<file path="src/rtl/nest_irq_ctrl.sv">
module nest_irq_ctrl #(
  parameter logic [7:0] PRIO_ADDR = 8'h2A,
  parameter logic [7:0] SP_ADDR   = 8'h2B,
  parameter logic [7:0] STAT_ADDR = 8'h2C
) (
  input  logic        clk,
  input  logic        rst_n,
  input  logic [7:0]  req_i,
  input  logic        ack_i,
  input  logic        ret_i,
  input  logic        we_i,
  input  logic [7:0]  addr_i,
  input  logic [15:0] wdata_i,
  output logic [15:0] rdata_o,
  output logic        irq_o,
  output logic [2:0]  vec_o
);

  logic [15:0] prio;
  logic [7:0]  pend;
  logic [1:0]  sp;
  logic [2:0]  cur;
  logic [2:0]  saved [3];
  logic [2:0]  win;
  logic [2:0]  best;
  logic        found;

  wire take    = irq_o & ack_i;
  wire back    = ret_i & ~take;
  wire prio_wr = we_i && addr_i == PRIO_ADDR;
  wire sp_wr   = we_i && addr_i == SP_ADDR;
  wire stat_wr = we_i && addr_i == STAT_ADDR;

  wire [1:0] sp_new   = (wdata_i[2:0] > 3'd3) ? 2'd3 : wdata_i[1:0];
  wire [2:0] take_lvl = {1'b0, prio[2*vec_o +: 2]} + 3'd1;
  wire [7:0] clr_mask = take ? (8'b1 << vec_o) : 8'b0;

  always_comb begin
    best  = cur;
    win   = 3'd0;
    found = 1'b0;
    for (int i = 0; i < 8; i++) begin
      if (pend[i] && ({1'b0, prio[2*i +: 2]} + 3'd1) > best) begin
        best  = {1'b0, prio[2*i +: 2]} + 3'd1;
        win   = 3'(i);
        found = 1'b1;
      end
    end
  end

  always_comb begin
    case (addr_i)
      PRIO_ADDR: rdata_o = prio;
      SP_ADDR:   rdata_o = {14'd0, sp};
      STAT_ADDR: rdata_o = {8'd0, pend};
      default:   rdata_o = 16'd0;
    endcase
  end

  always_ff @(posedge clk) begin
    if (!rst_n) begin
      prio  <= '0;
      pend  <= '0;
      sp    <= '0;
      cur   <= '0;
      irq_o <= 1'b0;
      vec_o <= '0;
      for (int i = 0; i < 3; i++) saved[i] <= '0;
    end else begin
      if (prio_wr) prio <= wdata_i;
      pend <= (stat_wr ? wdata_i[7:0] : (pend & ~clr_mask)) | req_i;

      if (sp_wr) begin
        sp  <= sp_new;
        cur <= (sp_new == 2'd0) ? 3'd0 : saved[sp_new - 2'd1];
      end else if (take) begin
        if (sp != 2'd3) begin
          saved[sp] <= cur;
          sp        <= sp + 2'd1;
        end
        cur <= take_lvl;
      end else if (back && sp != 2'd0) begin
        cur <= saved[sp - 2'd1];
        sp  <= sp - 2'd1;
      end

      irq_o <= take ? 1'b0 : (irq_o | found);
      if (!irq_o || take) vec_o <= win;
    end
  end

endmodule


</file>
<file path="config.mk">
export PLATFORM = sky130hd
export DESIGN_NAME = nest_irq_ctrl
export DESIGN_NICKNAME = d
export VERILOG_FILES = /design/src/rtl/nest_irq_ctrl.sv
export SDC_FILE = /design/constraint.sdc
export NUM_CORES = 1
export LEC_CHECK = 0
export CAP_MARGIN = 20
export CORE_MARGIN = 2
export CORE_UTILIZATION = 51
export DETAILED_ROUTE_END_ITERATION = 12
export MAX_ROUTING_LAYER = met4
export PLACE_DENSITY = 0.82
export SLEW_MARGIN = 20
export SYNTH_ARGS = -nofsm -noshare
export SYNTH_HDL_FRONTEND = slang
export SYNTH_SLANG_ARGS = --single-unit
export TNS_END_PERCENT = 20
</file>
<file path="constraint.sdc">
create_clock -name clk -period 11.1 [get_ports clk]
set_input_delay 1.665 -clock clk [delete_from_list [all_inputs] [get_ports clk]]
set_output_delay 1.665 -clock clk [all_outputs]
set_load 0.01 [all_outputs]
</file>
==> flow_summary_export.csv <==
group,metric,value,unit
timing,worst_clock_skew,0.00468,ns
layout,mostFrequentLayoutCells,"nand2_1 (89), clkdlybuf4s50_1 (56), nor2_1 (36)",
drt,postRouteWirelength,12200,um
clocking,tritoncts,"done",
timing,maxSlewViolCount,0,
layout,layout-area-overhead-vs-synth,24.8,%
clocking,clock_tree.htree_level_count,2,
global_route,antenna_found_initial,0,
yosys,synth.yosys.seq_area_share,24.6,%
layout,fraction_of_final_layout_cells_sized_beyond_drive_strength_1,15.4,%
yosys,synthCells,503,
floorplanning,die_width,94.2,um
timing,fmax,95.5,MHz
clocking,clock_sinks,45,
yosys,synth-async-reset-ratio,0,%
drt,drc,0,
yosys,synth_top_cell_by_area,"dfxtp_1",
layout,multi_input_area,0.00308,mm^2
drt,drt_first_iter_violations,405,
clocking,cts_buffers,5,
timing,worst-slew-pin-transition,0.825,ns
global_route,grt_start_max_net_pins,38,
power_and_ir_drop,p_leak,2.00,nW
yosys,yosys.cell_types.count,83,
clocking,max-clock-path-buffers,2,
clocking,clk_transition_reported_paths,0.08,ns
drt,drt_first_pass_iters,5,
placed_design,port_buffers,56,
critical_path,cp_slowest_cell,"dfxtp_1",
global_route,grt_pass1_vias,3928,
floorplanning,effective_utilization_at_floorplan,53.1,%
critical_path,critical_path.n_buffers_inverters,7,
drt,routedWlPerCell,18.1,um
layout,final_nets,634,
yosys,ys_seq_elements,45,
floorplanning,die_area,0.00887,mm^2
power_and_ir_drop,totalPowerFinal,800,uW
global_route,grt_pass1_wl,19000,um
critical_path,worst_ep_required_time,11.30,ns
timing,finalHoldViolCount,0,
clocking,ctsRootBufferMaster,"clkbuf_8",
drt,route.antenna.remaining_nets,0,
placed_design,dp_cells,653,
critical_path,worstPathArrival,10.67,ns
critical_path,critical_path.endpoint_type,"flip-flop",
yosys,synthFlopType,"dfxtp_1",
layout,number_of_standard_cells_in_the_layout_taps_in_and_fillers_out,672,
flow_run,max_cap_violations,0,
yosys,yosys_warnings,0,
placed_design,dp_hpwl,8990,um
yosys,syn-cell-area,0.00415,mm^2
drt,routed-via-count,4242,
critical_path,max_stage_delay,0.42,ns
layout,antennaDiodeCount,0,
layout,register_area,0.00103,mm^2
layout,final_common_cell,"nand2_1",
timing,min_period,10.48,ns
power_and_ir_drop,worst_ir_drop_on_vdd,0.000100,V
yosys,netlist_top_cells_area,"dfxtp_1 (16%), edfxtp_1 (8.7%), ha_1 (8.5%)",
critical_path,worst-path-max-fanout,7,
placed_design,routabilityCongestion,0.958,
floorplanning,floorplan.core_area,0.00781,mm^2
floorplanning,die_height,94.2,um
drt,via_per_inst,6.31,
yosys,edff_count_synth,12,
worst_hold_path,worstHoldPathType,"flip-flop to flip-flop",
floorplanning,placementRows,32,
critical_path,timing.critical_path.from_type,"flip-flop",
clocking,clock_insertion_delay_worst_skew,0.30,ns
floorplanning,floorplan.io_pins,57,
timing,layout_worst_path_cycle_share,94.4,%
layout,fill_cells,643,
critical_path,cp_common_cell,"nand2_1",
timing,setup-violations-final,0,
yosys,yosysTopAreaCellShare,15.9,%
outcome,outcome,"completed",
power_and_ir_drop,power_density,155,mW/mm^2
critical_path,category_of_cells_accounting_for_the_largest_share_of_critical_path_delay,"compound AO/OA/AOI/OAI gates",
timing,timing.max_slew.rel_slack,45.0,%
global_route,globalRouteOverflowTotal,0,
yosys,synth.avg_cell_area,8.24,um^2
critical_path,critPathKind,"flip-flop to flip-flop",
global_route,globalRouteTotalUtil,27.7,%
==> flip-flops by register name, indices dropped and copies added, names as in the netlist <==
name and cells:
cur 3, irq_o 1, pend 8, prio 16
saved 12, sp 2, vec_o 3
==> metrics by stage <==
step	util (%)	setup WS (ns)	cell area [um^2]	TNS (ns)	hold WS, ns
after floorplan	-	0.478	4150	0	0.466
after global placement	62.0	0.230	4840	0	0.489
after detailed placement	62.0	-0.169	4840	-0.193	0.502
after CTS	63.6	0.0188	4970	0	0.513
after global routing	66.3	-0.0259	5170	-0.0492	0.538
final	66.3	0.624	5170	0	0.522
==> power by group <==
part	total (mW)	switching, mW	internal, mW	leakage (nW)
registers	0.225	0.0372	0.188	0.396
clock network	0.131	0.0577	0.0734	0.0617
logic	0.444	0.233	0.211	1.54
==> Yosys cell counts, drive strengths merged (4+ instances only) <==
cell type / count
mux4: 10
mux2: 11
o22ai: 4
and2: 18
o221ai: 4
xnor2: 7
o21a: 10
nand4: 5
nor4b: 4
a21boi: 19
nor4: 4
ha: 28
mux2i: 8
o31ai: 7
nor2: 36
edfxtp: 12
nand3: 8
o21ai: 25
a21oi: 19
nor2b: 5
and3: 5
nand2: 90
a22o: 6
nand2b: 8
inv: 27
clkbuf: 18
nor3: 10
dfxtp: 33
==> final timing paths <==
path | from | end | slack (ns) | cells after the start
setup / recovery | cur[1] | irq_o | 0.62 | 57
hold / removal | prio[13] | prio[13] | 0.52 | 2
setup reg to reg | cur[1] | irq_o | 0.62 | 57
hold reg to reg | prio[13] | prio[13] | 0.52 | 2
==> cell families after synthesis <==
family | Yosys count | share of synthesized area, %
fa+ha+maj | 30 | 8.96
other cells | 1 | 0.0905
mux | 29 | 10.7
compound gates | 142 | 25.6
xor+xnor | 9 | 2.08
flops | 45 | 24.6
buf+inv | 47 | 4.47
simple gates | 200 | 23.4
==> area by class of cell <==
cell class | instances | share of cell area, %
flip-flops and latches | 45 | 19.9
well taps | 102 | 2.47
clock inverters | 2 | 0.701
multi-input cells | 413 | 59.5
repair buffers | 77 | 13.9
inverters | 27 | 1.96
clock buffers | 6 | 1.60
==> worst register-to-register path: cells and delay by family (launching register included) <==
| kind | cells | cell delay (ns) |
|---|---|---|
| multiplexers | 4 | 1.02 |
| AO/OA/AOI/OAI | 20 | 3.69 |
| buffers and inverters | 7 | 0.73 |
| adder cells (fa/ha/maj) | 8 | 2.23 |
| AND/OR/NAND/NOR | 18 | 2.31 |
| flip-flops | 1 | 0.42 |
==> routing by layer <==
metal  wire [um]  global-route usage (%)  vias to the layer above
met1        5260                    36.6                     1999
met5           0                       -                        -
met2        5770                    45.4                      231
li1            -                       -                     1989
met4         176                    7.73                        0
met3         959                    2.65                       23
==> what timing repair did <==
action | in CTS | in global routing
gates resized for setup | 3 | 32
endpoints found under the setup margin | 2 | 4
hold buffers | 0 | 0
pin swaps | 0 | 11
setup buffers | 0 | 11
No activity file was read; power rests on OpenSTA's default activity.
